--- config.mk ---
export PLATFORM = sky130hd
export DESIGN_NAME = tx_burst_seq
export DESIGN_NICKNAME = d
export VERILOG_FILES = /design/src/rtl/tx_burst_seq_pkg.sv /design/src/rtl/tx_burst_seq_dp.sv /design/src/rtl/tx_burst_seq_ctrl.sv /design/src/rtl/tx_burst_seq.sv
export SDC_FILE = /design/constraint.sdc
export NUM_CORES = 1
export LEC_CHECK = 0
export ABC_AREA = 1
export BUFFER_PORTS_ARGS = -buffer_cell sky130_fd_sc_hd__buf_2
export CORE_ASPECT_RATIO = 1.5
export CORE_MARGIN = 2
export CORE_UTILIZATION = 50
export DETAILED_ROUTE_END_ITERATION = 12
export PLACE_DENSITY = 0.75
export SLEW_MARGIN = 20
export SYNTH_ARGS = -nofsm -noshare
export SYNTH_HDL_FRONTEND = slang
export SYNTH_SLANG_ARGS = --single-unit
export TNS_END_PERCENT = 20
--- constraint.sdc ---
create_clock -name clk -period 1.5 [get_ports clk]
set_input_delay 0.075 -clock clk [delete_from_list [all_inputs] [get_ports clk]]
set_output_delay 0.075 -clock clk [all_outputs]
set_load 0.01 [all_outputs]
--- src/rtl/tx_burst_seq_pkg.sv ---
package tx_burst_seq_pkg;

  // Transfer machine encoding; 2'b11 is unused and falls back to idle.
  typedef enum logic [1:0] {
    XF_IDLE = 2'b00,
    XF_SEND = 2'b01,
    XF_DONE = 2'b10
  } xferState_t;

  // Strobes from control to datapath
  typedef struct packed {
    logic load;   // capture wordIn into the shifter
    logic run;    // transmitting: advance phase and bit counter
  } ctlStrobe_t;

  // Events from datapath to control
  typedef struct packed {
    logic wordMatch;  // last half of the last bit of a word
    logic lenMatch;   // last half of the last bit of the burst
  } dpEvent_t;

endpackage

--- src/rtl/tx_burst_seq_dp.sv ---
module tx_burst_seq_dp
  import tx_burst_seq_pkg::*;
#(
  parameter int WORD_W = 16,
  parameter int WORDS  = 4
) (
  input  logic              clk,
  input  logic              rst,
  input  ctlStrobe_t        ctl,
  input  logic [WORD_W-1:0] wordIn,
  output logic              serData,
  output logic              serClk,
  output dpEvent_t          evt
);

  localparam int TOTAL = WORD_W * WORDS;
  localparam int BIT_W = $clog2(WORD_W);
  localparam int CNT_W = $clog2(TOTAL);

  logic              phase;
  logic [CNT_W-1:0]  bitCnt;
  logic [WORD_W-1:0] shiftReg;
  logic              bitEnd;

  always_ff @(posedge clk) begin
    if (rst) begin
      phase    <= 1'b0;
      bitCnt   <= '0;
      shiftReg <= '0;
    end else if (!ctl.run) begin
      phase  <= 1'b0;
      bitCnt <= '0;
      if (ctl.load) shiftReg <= wordIn;
    end else begin
      phase <= ~phase;
      if (phase) begin
        bitCnt <= bitCnt + 1'b1;
        if (ctl.load) shiftReg <= wordIn;
        else          shiftReg <= {shiftReg[WORD_W-2:0], 1'b0};
      end
    end
  end

  assign bitEnd        = ctl.run & phase;
  assign evt.wordMatch = bitEnd & (bitCnt[BIT_W-1:0] == {BIT_W{1'b1}});
  assign evt.lenMatch  = bitEnd & (bitCnt == CNT_W'(TOTAL - 1));
  assign serData       = ctl.run & shiftReg[WORD_W-1];
  assign serClk        = bitEnd;

  // serial clock alternates every cycle while running
  a_r3_phase_alt: assert property (@(posedge clk) disable iff (rst)
    ctl.run && $past(ctl.run) |-> phase != $past(phase));

  // a word boundary restarts the in-word bit position
  a_r4_word_wrap: assert property (@(posedge clk) disable iff (rst)
    evt.wordMatch && !evt.lenMatch |=> bitCnt[BIT_W-1:0] == '0);

  // the length match only occurs on a word boundary
  a_r5_len_on_word: assert property (@(posedge clk) disable iff (rst)
    evt.lenMatch |-> evt.wordMatch);

endmodule

--- src/rtl/tx_burst_seq_ctrl.sv ---
module tx_burst_seq_ctrl
  import tx_burst_seq_pkg::*;
#(
  parameter int WORDS = 4
) (
  input  logic       clk,
  input  logic       rst,
  input  logic       startReq,
  input  dpEvent_t   evt,
  output ctlStrobe_t ctl,
  output logic       idleFlag,
  output logic       wordIrq
);

  localparam int WCNT_W = (WORDS > 1) ? $clog2(WORDS) : 1;
  localparam logic [WCNT_W-1:0] LAST_WORD = WCNT_W'(WORDS - 1);

  xferState_t        state, stateNxt;
  logic [WCNT_W-1:0] wordCnt;
  logic              status;

  always_comb begin
    case (state)
      XF_IDLE: stateNxt = (startReq && !evt.lenMatch) ? XF_SEND : XF_IDLE;
      XF_SEND: stateNxt = evt.lenMatch ? XF_DONE : XF_SEND;
      XF_DONE: stateNxt = startReq ? XF_DONE : XF_IDLE;
      default: stateNxt = XF_IDLE;
    endcase
  end

  always_ff @(posedge clk) begin
    if (rst) state <= XF_IDLE;
    else     state <= stateNxt;
  end

  // Low only while sending
  assign status = (state != XF_SEND);

  // Word counter: cleared whenever the transfer status is high
  always_ff @(posedge clk) begin
    if (rst || status)          wordCnt <= '0;
    else if (evt.wordMatch)     wordCnt <= (wordCnt == LAST_WORD) ? '0 : wordCnt + 1'b1;
  end

  assign wordIrq  = !status && evt.wordMatch && (wordCnt == LAST_WORD);
  assign idleFlag = status;
  assign ctl.run  = !status;
  assign ctl.load = ((state == XF_IDLE) && startReq && !evt.lenMatch) ||
                    (!status && evt.wordMatch && !evt.lenMatch);

  // the length match ends transmission
  a_r5_len_to_done: assert property (@(posedge clk) disable iff (rst)
    (state == XF_SEND) && evt.lenMatch |=> state == XF_DONE);

  // a held start keeps the finished state
  a_r6_done_hold: assert property (@(posedge clk) disable iff (rst)
    (state == XF_DONE) && startReq |=> state == XF_DONE);

  // interrupt lasts one cycle and coincides with the burst end
  a_r7_irq_single: assert property (@(posedge clk) disable iff (rst)
    wordIrq |=> !wordIrq);
  a_r7_irq_at_len: assert property (@(posedge clk) disable iff (rst)
    wordIrq |-> evt.lenMatch);

  // counter is zero after any non-sending cycle
  a_r9_cnt_cleared: assert property (@(posedge clk) disable iff (rst)
    status |=> wordCnt == '0);

endmodule

--- src/rtl/tx_burst_seq.sv ---
module tx_burst_seq
  import tx_burst_seq_pkg::*;
#(
  parameter int WORD_W = 16,
  parameter int WORDS  = 4
) (
  input  logic              clk,
  input  logic              rst,
  input  logic              startReq,
  input  logic [WORD_W-1:0] wordIn,
  output logic              serData,
  output logic              serClk,
  output logic              wordTake,
  output logic              idleFlag,
  output logic              wordIrq
);

  ctlStrobe_t ctl;
  dpEvent_t   evt;

  tx_burst_seq_ctrl #(.WORDS(WORDS)) u_ctrl (
    .clk      (clk),
    .rst      (rst),
    .startReq (startReq),
    .evt      (evt),
    .ctl      (ctl),
    .idleFlag (idleFlag),
    .wordIrq  (wordIrq)
  );

  tx_burst_seq_dp #(.WORD_W(WORD_W), .WORDS(WORDS)) u_dp (
    .clk     (clk),
    .rst     (rst),
    .ctl     (ctl),
    .wordIn  (wordIn),
    .serData (serData),
    .serClk  (serClk),
    .evt     (evt)
  );

  assign wordTake = ctl.load;

endmodule

### After elaboration in Yosys (flattened, before gate mapping)

Cells that the tools add are included.

* input port bits: 19
* output and inout bits: 5
* register bits: 27

* equal/unequal tests: 7
* multiplexer cells: 9
* add/sub/neg operators: 2
* bitwise logic cells: 5
* reductions and logical operators: 14

Operator list (number)
* 16-bit 2-to-1 mux: 4
* 6-bit by 1-bit adder with 6-bit output, second input constant: 1
* 6-bit == test, second input constant: 1
* 1-bit logical AND: 6
* 2-bit 2-to-1 mux: 3
* 2-bit one-hot mux with 3 select lines: 1
* 1-bit AND: 4
* 2-bit == test, second input constant: 2
* 4-bit == test, second input constant: 1
* 2-bit by 1-bit adder with 2-bit output, second input constant: 1
* 2-bit by 1-bit == test with 1-bit output, second input constant: 1
* 1-bit logical NOT: 2
* 2-bit logical NOT: 1
* 1-bit logical OR: 2
* 2-bit by 1-bit != test with 1-bit output, second input constant: 1
* 2-bit != test, second input constant: 1
* 2-bit AND reduction: 1
* 2-bit nonzero test: 1
* 2-bit OR reduction: 1
* 1-bit 2-to-1 mux: 1
* 1-bit NOT: 1

### Depth between registers and ports, before layout

Gate-level depths: netlist of run 1.

* depth after elaboration: 10
* gate-level depth with buffers: 10

### By module

From an unflattened synthesis of run 1, not the netlist that was laid out.

* cell total of the unflattened synthesis: 230
* area, all modules: 1488.9 um^2

Modules (own cells, without submodules)
* tx_burst_seq_dp: seq. area each 460.4 um^2, area each 1281.2 um^2, instances 1, cells each 200
* tx_burst_seq_ctrl: seq. area each 80.1 um^2, area each 207.7 um^2, instances 1, cells each 30

### Worst setup path before layout of run 1

No wires, ideal clock.

* kind: reg2reg
* start point: register u_dp.bitCnt[0]
* end point: register u_dp.shiftReg[0]
* path buffers: 1
* clock period less this slack: 1326 ps
* library setup time: 70 ps
* data arrival time: 1257 ps
* cell stages (with the launch flop): 9
* data required time: 1430 ps
* setup slack: 174 ps
* cell sequence: dfxtp_1 > ha_1 > nand2_2 > nor2_4 > nand3_4 > buf_6 > nand2_1 > nand2_1 > a21oi_1

* cells in the longest elaborated chain, start to end: 8
* elaborated cells on any way between the ends: 14

Ends and longest elaborated chain
* start: declaration: RTL line tx_burst_seq_dp.sv:21 `logic [CNT_W-1:0] bitCnt;`
* start signal: assignment: RTL line tx_burst_seq_dp.sv:37 `bitCnt <= bitCnt + 1'b1;`
* 6-bit == test or 4-bit == test (tied branches): RTL line tx_burst_seq_dp.sv:46, tx_burst_seq_dp.sv:45
* 1-bit AND (on tied branches): RTL line tx_burst_seq_dp.sv:46, tx_burst_seq_dp.sv:45
* 1-bit logical NOT or 1-bit logical AND (tied branches): RTL line tx_burst_seq_ctrl.sv:48, tx_burst_seq_ctrl.sv:49
* 1-bit logical AND (on tied branches): RTL line tx_burst_seq_ctrl.sv:48, tx_burst_seq_ctrl.sv:49
* 1-bit logical OR *: RTL line tx_burst_seq_ctrl.sv:48 `assign ctl.load = ((state == XF_IDLE) && startReq && !evt.lenMatch) ||`
* net wordTake: RTL line tx_burst_seq.sv:13 `output logic wordTake,`
* 16-bit 2-to-1 mux: RTL line tx_burst_seq_dp.sv:38 `if (ctl.load) shiftReg <= wordIn;`
* 16-bit 2-to-1 mux: RTL line tx_burst_seq_dp.sv:36 `if (phase) begin`
* 16-bit 2-to-1 mux: RTL line tx_burst_seq_dp.sv:30 `end else if (!ctl.run) begin`
* end signal: assignment: RTL line tx_burst_seq_dp.sv:33 `if (ctl.load) shiftReg <= wordIn;`
* end signal: assignment: RTL line tx_burst_seq_dp.sv:38
* end signal: assignment: RTL line tx_burst_seq_dp.sv:39 `else shiftReg <= {shiftReg[WORD_W-2:0], 1'b0};`
* end: declaration: RTL line tx_burst_seq_dp.sv:22 `logic [WORD_W-1:0] shiftReg;`

Mark *: on every way through the listed nets, which the timed path passes. The rest lies on a longest branch. The select of a mux whose other input is x is not followed.
A chain may end at the register's enable or synchronous reset.

### Final worst setup path of run 1

* start point: register u_dp.bitCnt[0]
* end point: output port wordTake

* cells in the longest elaborated chain, start to end: 5
* elaborated cells on any way between the ends: 9

Ends and longest elaborated chain (RTL line)
* 6-bit == test or 4-bit == test (tied branches): tx_burst_seq_dp.sv:46, tx_burst_seq_dp.sv:45
* 1-bit AND (on tied branches): tx_burst_seq_dp.sv:46, tx_burst_seq_dp.sv:45
* 1-bit logical NOT or 1-bit logical AND (tied branches): tx_burst_seq_ctrl.sv:48, tx_burst_seq_ctrl.sv:49
* 1-bit logical AND (on tied branches): tx_burst_seq_ctrl.sv:48, tx_burst_seq_ctrl.sv:49
* 1-bit logical OR *: tx_burst_seq_ctrl.sv:48
* end: declaration: tx_burst_seq.sv:13

Mark *: on every way between the ends. The rest lies on a longest branch, timed or not.

==> flow_summary.yaml, run 1 <==
run_status:
  outcome: "finished clean"
power_and_ir_drop:
  p_clk_frac: 0.281
  combPwrFrac: 0.194
  power.total_mw: 1.50
  switchingPower_mw: 0.427
  power.density_nw_per_um2: 833
  p_seq_frac: 0.525
  ir_worst_vdd_v: 0.000560
  p_leak_nw: 0.934
  swShare: 0.284
  intPower_mw: 1.08
sta:
  period_share: 0.963
  finalHoldViolCount: 0
  worstMarginPinSlew_ns: 0.399
  setup-tns-final_ns: 0
  clock.fmax_ghz: 0.692
  period_minus_slack_ns: 1.44
  maxSlewHeadroom: 0.734
  slew_violations: 0
  finClkSkew_ns: 0.00844
  setup_slack_ns: 0.0551
  rsz0062_at_grt: "yes"
  setup_violations: 0
floorplanning:
  die_h_um: 69.6
  io_pins: 24
  rows: 23
  coreArea_um2: 2710
  die_area_um2: 3320
  initial_core_util: 0.531
  die_w_um: 47.7
yosys:
  syn_avg_cell_area_um2: 7.03
  yosys_warnings: 0
  synth_edf_count: 0
  async_flop_share: 0
  syn-instance-count: 204
  yosysSeqAreaShare: 0.377
  synth_area_um2: 1440
  synth_cell_types: 25
  syn-num-nets: 225
  synth-main-ff-cell: "dfxtp_1"
  ys_seq_elements: 27
grt:
  grt_usage: 0.206
  first_global_vias: 1285
  overflow: 0
  antenna_found_initial: 0
  grt_pass1_wl_mm: 5.24
  grt_max_degree: 31
placed_design:
  dp_slack_ns: 0.0506
  place_area_um2: 1600
  gp_congestion: 0.742
  portBuffers: 23
  place_hpwl_mm: 2.07
clocking:
  cts_tree: "built"
  cts-buffers-inserted: 3
  clkSlewWorstSetupHoldPaths_ns: 0.10
  clk_latency_ns: 0.27
  cts_buffer_depth: 2
  cts_htree_levels: 1
  postCtsHoldBufs: 0
  ctsRootBufferMaster: "clkbuf_8"
  clock_sinks: 27
final_layout:
  drive_gt1_frac: 0.329
  num_antenna_cells: 0
  num-nets-final: 262
  multi_input_area_um2: 722
  fin_area_um2: 1800
  final_cell_mix: "nand2_1, inv_1, dfxtp_1, buf_2, nand3_1"
  layout_commonest_cell: "nand2_1"
  areaGrowthSynthToFinish_pct: 25.6
  fill_cells: 266
  fin_util: 0.667
  register_area_um2: 543
worst_setup_path:
  startpoint_type: "flip-flop"
  cp_max_fo: 2
  path_class: "flip-flop to output port"
  crit_path_end_kind: "output port"
  worstPathRequired_ns: 1.42
  worstPathArrival_ns: 1.37
route:
  wl_mm: 3.12
  wire_per_inst_um: 11.3
  via_count: 1407
  dr.pass1.iters: 4
  drtAntennaViolNets: 0
  vias_per_cell: 5.08
  drc_errors: 0
  drt_iter0_drc: 23
flow_run:
  cap_viol_max_count: 0
hold_path:
  min_path_type: "primary input to flip-flop"
-- worst paths after layout --
kind	from	to	slack (ns)	cells past startpoint
worst max register to register	u_ctrl.state[0]	u_ctrl.wordCnt[0]	0.10	8
worst min register to register	u_ctrl.wordCnt[0]	u_ctrl.wordCnt[0]	0.49	1
worst max-delay path	u_dp.bitCnt[0]	wordTake	0.06	7
worst min-delay path	rst	u_ctrl.state[1]	0.04	2
-- power groups by stage --
| stage | clock (mW) | sequential, mW | combinational [mW] |
|---|---|---|---|
| detailed placement | 0 | 0.803 | 0.268 |
| global placement | 0 | 0.802 | 0.264 |
| floorplan | 0 | 0.796 | 0.195 |
| CTS | 0.438 | 0.786 | 0.284 |
| global route | 0.466 | 0.793 | 0.329 |
| finish | 0.422 | 0.788 | 0.292 |
-- per-layer routing --
| metal | wire, um | share of wire | GRT usage | up-vias |
|---|---|---|---|---|
| met1 | 1320 | 0.42 | 0.240 | 662 |
| met5 | 0 | 0 | 0 | - |
| met3 | 69 | 0.022 | 0.0234 | 4 |
| met2 | 1690 | 0.54 | 0.361 | 17 |
| met4 | 40 | 0.013 | 0.0691 | 0 |
| li1 | - | - | - | 724 |
-- flip-flops by register name, summed over array words and instances, names as in the netlist --
| signal | count |
|---|---|
| u_ctrl.wordCnt | 2 |
| u_dp.phase | 1 |
| u_ctrl.state | 2 |
| u_dp.bitCnt | 6 |
| u_dp.shiftReg | 16 |
-- synthesized netlist by cell type (2+ instances only) --
master / number / area, um^2
nand3_4: 2 / 35.0
inv_1: 30 / 113
nand2_1: 34 / 128
nand2_2: 11 / 68.8
buf_4: 3 / 22.5
nand3_1: 18 / 90.1
buf_2: 3 / 15.0
clkbuf_1: 2 / 7.51
ha_1: 2 / 25.0
inv_2: 11 / 41.3
dfxtp_1: 27 / 541
nor2_1: 11 / 41.3
nor3b_1: 2 / 15.0
o21ai_0: 14 / 70.1
nor2_2: 2 / 12.5
nand4_1: 15 / 93.8
a21oi_1: 5 / 25.0
o21ai_1: 5 / 25.0
-- critical path, stage by stage (launching register included) --
cell and delay [ns]:
dfxtp_2 0.37, ha_4 0.15, nand2_4 0.06, nor2_4 0.13, nand3_4 0.09, buf_6 0.12
nand2_1 0.06, buf_2 0.13
-- kinds of logic (layout without fill, tap and decap cells) --
kind of cell	Yosys count	after routing	synth area share
and+or+nand+nor	97	98	0.349
buffers and inverters	51	86	0.157
DFF	27	27	0.377
AOI/OAI and AO/OA	26	26	0.0933
adders and majority gates	2	2	0.0174
muxes	1	1	0.00697
-- per-stage QoR --
stage	std cells	hold WS (ns)
6_report	277	0.0438
5_1_grt	277	0.0426
4_1_cts	276	0.0208
3_5_place_dp	261	0.322
3_3_place_gp	261	0.318
2_1_floorplan	204	0.144
-- repair_timing --
action | in CTS | in global routing
buffers inserted | 11 | 0
gates resized for setup | 7 | 8
gates cloned | 0 | 1
pin swaps | 3 | 3
setup endpoints to repair | 2 | 20
hold endpoints to repair | 0 | 0
-- cell type report --
type	instances	area share
inverter	41	0.0854
sequential	27	0.301
timing repair buffer	41	0.160
multi-input combinational	127	0.400
clock inverter	1	0.00416
tap	37	0.0257
clock buffer	3	0.0229
Power figures use the tool's default switching activity.
==> run 2: changes to the inputs <==
CELL_PAD_IN_SITES_DETAIL_PLACEMENT = 0   (was default)
CELL_PAD_IN_SITES_GLOBAL_PLACEMENT = 1   (was default)
CORE_UTILIZATION = 39   (was 50)
PLACE_DENSITY = 0.81   (was 0.75)
REMOVE_ABC_BUFFERS = 1   (was default)
==> run 2 against run 1 <==
  * Sequential share of layout area fell by 0.65 points
  * Clock power decreased by 3%
  * Via count is 2.9% lower
  * Worst hold slack worse by 0.0022 ns
  * First-iteration DRC count is 17% higher
  * Flip-flop and latch count stayed put
  * Total power decreased by 1.3%
  * Global-route usage is 5.1 points lower
  * Highest routed layer unchanged
==> flow_summary.yaml, run 2 (synthesized netlist as in run 1, its figures left out) <==
worst_setup_path:
  startpoint_type: "flip-flop"
  crit_chain: "ha_4 > nand2_4 > nor2_4 > nand3_4 > buf_6 > nand2_4 > buf_6"
  cpPeakStageDelay_ns: 0.36
  crit_path_end_kind: "output port"
  worstPathRequired_ns: 1.42
  slowest_stage: "dfxtp_2"
  path_class: "flip-flop to output port"
  worstPathArrival_ns: 1.35
  cp_max_fo: 7
final_layout:
  largest_reg_flops: 16
  num_antenna_cells: 0
  largestRegisters: "u_dp.shiftReg (16), u_dp.bitCnt (6)"
  fill_cells: 382
  drive_gt1_frac: 0.337
  num-nets-final: 265
  final_cell_mix: "nand2_1, inv_1, dfxtp_1, buf_2, nand3_1"
  largest_register: "u_dp.shiftReg"
  fin_area_um2: 1840
  layout_commonest_cell: "nand2_1"
  multi_input_area_um2: 734
  fin_util: 0.510
  register_area_um2: 543
  areaGrowthSynthToFinish_pct: 28.4
  final_cells: 286
route:
  dr.pass1.iters: 4
  vias_per_cell: 4.78
  wl_mm: 3.12
  drtAntennaViolNets: 0
  via_count: 1366
  wire_per_inst_um: 10.9
  drc_errors: 0
  drt_iter0_drc: 27
sta:
  finalHoldViolCount: 0
  worstMarginPinSlew_ns: 0.408
  rsz0062_at_grt: "yes"
  finClkSkew_ns: 0.00228
  setup_violations: 0
  maxSlewHeadroom: 0.728
  period_share: 0.949
  clock.fmax_ghz: 0.703
  setup_slack_ns: 0.0769
  slew_violations: 0
  period_minus_slack_ns: 1.42
floorplanning:
  die_h_um: 78.3
  coreArea_um2: 3610
  rows: 27
  initial_core_util: 0.397
  die_w_um: 53.5
  io_pins: 24
  die_area_um2: 4190
clocking:
  clkSlewWorstSetupHoldPaths_ns: 0.09
  ctsRootBufferMaster: "clkbuf_8"
  cts-buffers-inserted: 3
  cts_htree_levels: 1
  clock_sinks: 27
  cts_buffer_depth: 2
  cts_tree: "built"
  clk_latency_ns: 0.27
power_and_ir_drop:
  p_leak_nw: 0.965
  power.total_mw: 1.48
  power.density_nw_per_um2: 804
  ir_worst_vdd_v: 0.000505
grt:
  overflow: 0
  first_global_vias: 1223
  grt_pass1_wl_mm: 5.02
  antenna_found_initial: 0
  grt_max_degree: 17
  grt_usage: 0.155
placed_design:
  place_area_um2: 1620
  gp_congestion: 0.720
  dp_slack_ns: 0.0402
  place_hpwl_mm: 2.15
  portBuffers: 23
  dpl.cell_count: 272
run_status:
  outcome: "finished clean"
flow_run:
  cap_viol_max_count: 0
hold_path:
  min_path_type: "primary input to flip-flop"
-- run 2: changes by cell type in the layout (fill, tap and decap cells not counted) --
| cell | delta |
|---|---|
| nand2_2 | -1 |
| buf_2 | -1 |
| o21ai_0 | +1 |
| clkinvlp_4 | -1 |
| buf_6 | +3 |
| buf_12 | -1 |
| clkbuf_1 | +1 |
| buf_4 | +2 |
| o21ai_1 | -1 |
| nand2_4 | +2 |
| nand2_1 | -1 |
-- run 2: metal layers --
metal  vias to the layer above  GRT usage  wire length, um
met5                         -          0                0
met4                         0     0.0385                9
met3                         2     0.0266              112
met2                        18      0.272             1610
met1                       614      0.190             1390
li1                        732          -                -
-- run 2: cell type report --
cell class | instances | share of cell area
inverters | 41 | 0.0835
multi-input cells | 127 | 0.399
clock buffers | 4 | 0.0244
flip-flops and latches | 27 | 0.295
repair buffers | 44 | 0.170
well taps | 43 | 0.0292
-- run 2: power by group --
part	total (mW)	internal [mW]	leakage (nW)	switching [mW]
combinational	0.285	0.118	0.720	0.166
clock	0.411	0.190	0.0228	0.221
sequential	0.786	0.762	0.223	0.0242
-- run 2: path summary, 6_finish.rpt --
check	start	to	slack (ns)	depth (start not counted)
worst max-delay path	u_dp.bitCnt[0]	wordTake	0.08	7
worst min-delay path	wordIn[0]	u_dp.shiftReg[0]	0.04	3
worst max register to register	u_dp.bitCnt[0]	u_dp.shiftReg[12]	0.09	11
worst min register to register	u_ctrl.wordCnt[0]	u_ctrl.wordCnt[0]	0.48	1
-- run 2: repair_timing --
item | CTS | global route
setup endpoints to repair | 2 | 16
buffers inserted | 5 | 4
cloned | 0 | 1
gates resized for setup | 8 | 12
hold buffers | 0 | 0
pin swaps | 3 | 5
-- run 2: worst max-delay path: cells and delay by family, from the launching register on --
kind / cells / cell delay, ns
flops: 1 / 0.36
simple gates: 4 / 0.33
buf+inv: 2 / 0.25
fa+ha+maj: 1 / 0.14
-- run 2: stage by stage --
step / setup TNS, ns / hold WS [ns]
final: 0 / 0.0416
after global routing: -0.0161 / 0.0345
after CTS: 0 / 0.0315
after detailed placement: 0 / 0.328
after global placement: 0 / 0.328
after floorplan: -6.37 / 0.144
==> run 3: changes to the inputs <==
CORE_MARGIN = default   (was 2)
GPL_TIMING_DRIVEN = 0   (was default)
==> run 3 against run 2 <==
  * Global-route usage increased by 1.2 points
  * Sequential share of layout area increased by 2.0 points
  * Combinational power increased by 2%
  * Die area decreased by 6.2%
  * First-iteration DRC count increased by 11%
  * Wire length increased by 4.3%
  * Via count decreased by 2.0%
  * Cell count decreased by 2.8%
  * Utilization decreased by 0.51 points
  * Total power increased by 0.99%
==> flow_summary.yaml, run 3 (synthesized netlist as in run 1, its figures left out) <==
final_layout:
  fin_util: 0.505
  register_area_um2: 547
  num_antenna_cells: 0
  final_cells: 278
  areaGrowthSynthToFinish_pct: 21.3
  multi_input_area_um2: 733
  largest_reg_flops: 16
  largest_register: "u_dp.shiftReg"
  largestRegisters: "u_dp.shiftReg (16), u_dp.bitCnt (6)"
  num-nets-final: 258
  layout_commonest_cell: "nand2_1"
  final_cell_mix: "nand2_1, inv_1, buf_2, dfxtp_1, nand3_1"
  fill_cells: 377
  drive_gt1_frac: 0.331
worst_setup_path:
  crit_path_end_kind: "output port"
  worstPathArrival_ns: 1.39
  startpoint_type: "flip-flop"
  cpPeakStageDelay_ns: 0.35
  crit_chain: "inv_1 > nor2_4 > buf_4 > nand3_4 > nand2_1 > buf_2"
  cp_max_fo: 6
  path_class: "flip-flop to output port"
  worstPathRequired_ns: 1.42
  slowest_stage: "dfxtp_2"
route:
  drt_iter0_drc: 30
  drt-met1-wl_mm: 1.54
  via_count: 1339
  vias_per_cell: 4.82
  drtAntennaViolNets: 0
  dr_wl_met3_um: 73
  wl_mm: 3.25
  drc_errors: 0
  dr.max_layer_used: "met4"
  wire_per_inst_um: 11.7
  dr.pass1.iters: 4
  wl_met2_mm: 1.62
grt:
  overflow: 0
  antenna_found_initial: 0
  first_global_vias: 1262
  grt_pass1_wl_mm: 5.26
  grt_max_degree: 31
  grt_usage: 0.168
floorplanning:
  rows: 26
  coreArea_um2: 3450
  die_area_um2: 3930
  die_h_um: 76.3
  die_w_um: 51.5
  io_pins: 24
  initial_core_util: 0.416
sta:
  finalHoldViolCount: 0
  worstMarginPinSlew_ns: 0.468
  slew_violations: 0
  clock.fmax_ghz: 0.680
  period_minus_slack_ns: 1.47
  setup_violations: 0
  whs_ns: 0.0200
  rsz0062_at_grt: "yes"
  finClkSkew_ns: 0.00938
  period_share: 0.980
  maxSlewHeadroom: 0.688
placed_design:
  place_hpwl_mm: 1.90
  dpl.cell_count: 259
  portBuffers: 23
  gp_congestion: 0.659
clocking:
  clkSlewWorstSetupHoldPaths_ns: 0.10
  cts_buffer_depth: 2
  ctsRootBufferMaster: "clkbuf_8"
  clock_sinks: 27
  clk_latency_ns: 0.27
  postCtsHoldBufs: 0
  cts_htree_levels: 1
  cts-buffers-inserted: 3
  cts_tree: "built"
hold_path:
  min_path_type: "primary input to flip-flop"
flow_run:
  cap_viol_max_count: 0
run_status:
  outcome: "finished clean"
power_and_ir_drop:
  p_leak_nw: 0.892
  ir_worst_vdd_v: 0.000490
  power.density_nw_per_um2: 860
## run 3: cell count changes in the layout (fill, tap and decap cells not counted), sizes merged
cell | previous run | this run
clkbuf | 4 | 3
clkinvlp | 0 | 1
buf | 44 | 35
nand2 | 45 | 46
nor2 | 14 | 15
## run 3: path summary, 6_finish.rpt
path                      from                 to  slack, ns  cells past startpoint
max            u_ctrl.state[0]           wordTake       0.03                      6
min                        rst    u_ctrl.state[1]       0.02                      2
max reg2reg    u_ctrl.state[0]  u_dp.shiftReg[15]       0.05                     10
min reg2reg  u_ctrl.wordCnt[0]  u_ctrl.wordCnt[0]       0.48                      1
## run 3: repair_timing
action / CTS / global route
hold endpoints to repair: 0 / 0
cloned: 1 / 2
setup buffers: 8 / 4
pin swaps: 3 / 5
gates resized for setup: 8 / 6
setup endpoints to repair: 32 / 21
## run 3: worst max-delay path, delay by kind of cell (launching register included)
kind                   cells  cell delay [ns]
DFF                        1             0.35
buffers and inverters      3             0.38
and+or+nand+nor            3             0.39
## run 3: report_power, final
part | switching, mW | internal (mW)
Clock | 0.232 | 0.188
Combinational | 0.176 | 0.114
Sequential | 0.0231 | 0.763
Total | 0.431 | 1.07
## run 3: layout make-up
type | count | area share
clock inverter | 1 | 0.00431
multi-input combinational | 129 | 0.421
sequential | 27 | 0.314
inverter | 41 | 0.0884
tap | 42 | 0.0302
clock buffer | 3 | 0.0237
timing repair buffer | 35 | 0.118
## run 3: per-layer routing
metal | GRT usage | vias up
met3 | 0.0140 | 2
met1 | 0.207 | 601
li1 | - | 717
met4 | 0.0568 | 0
met2 | 0.294 | 19
met5 | 0 | -
## run 3: stage by stage
step           setup TNS (ns)  worst slack (ns)  power [mW]  cell area [um^2]
2_1_floorplan           -6.37            -0.432       0.966              1360
3_3_place_gp           -18.28            -0.988        1.04              1530
3_5_place_dp           -18.04            -0.968        1.04              1530
4_1_cts               -0.0335           -0.0204        1.49              1680
5_1_grt                -0.471           -0.0507        1.59              1740
6_report                    0            0.0301        1.50              1740
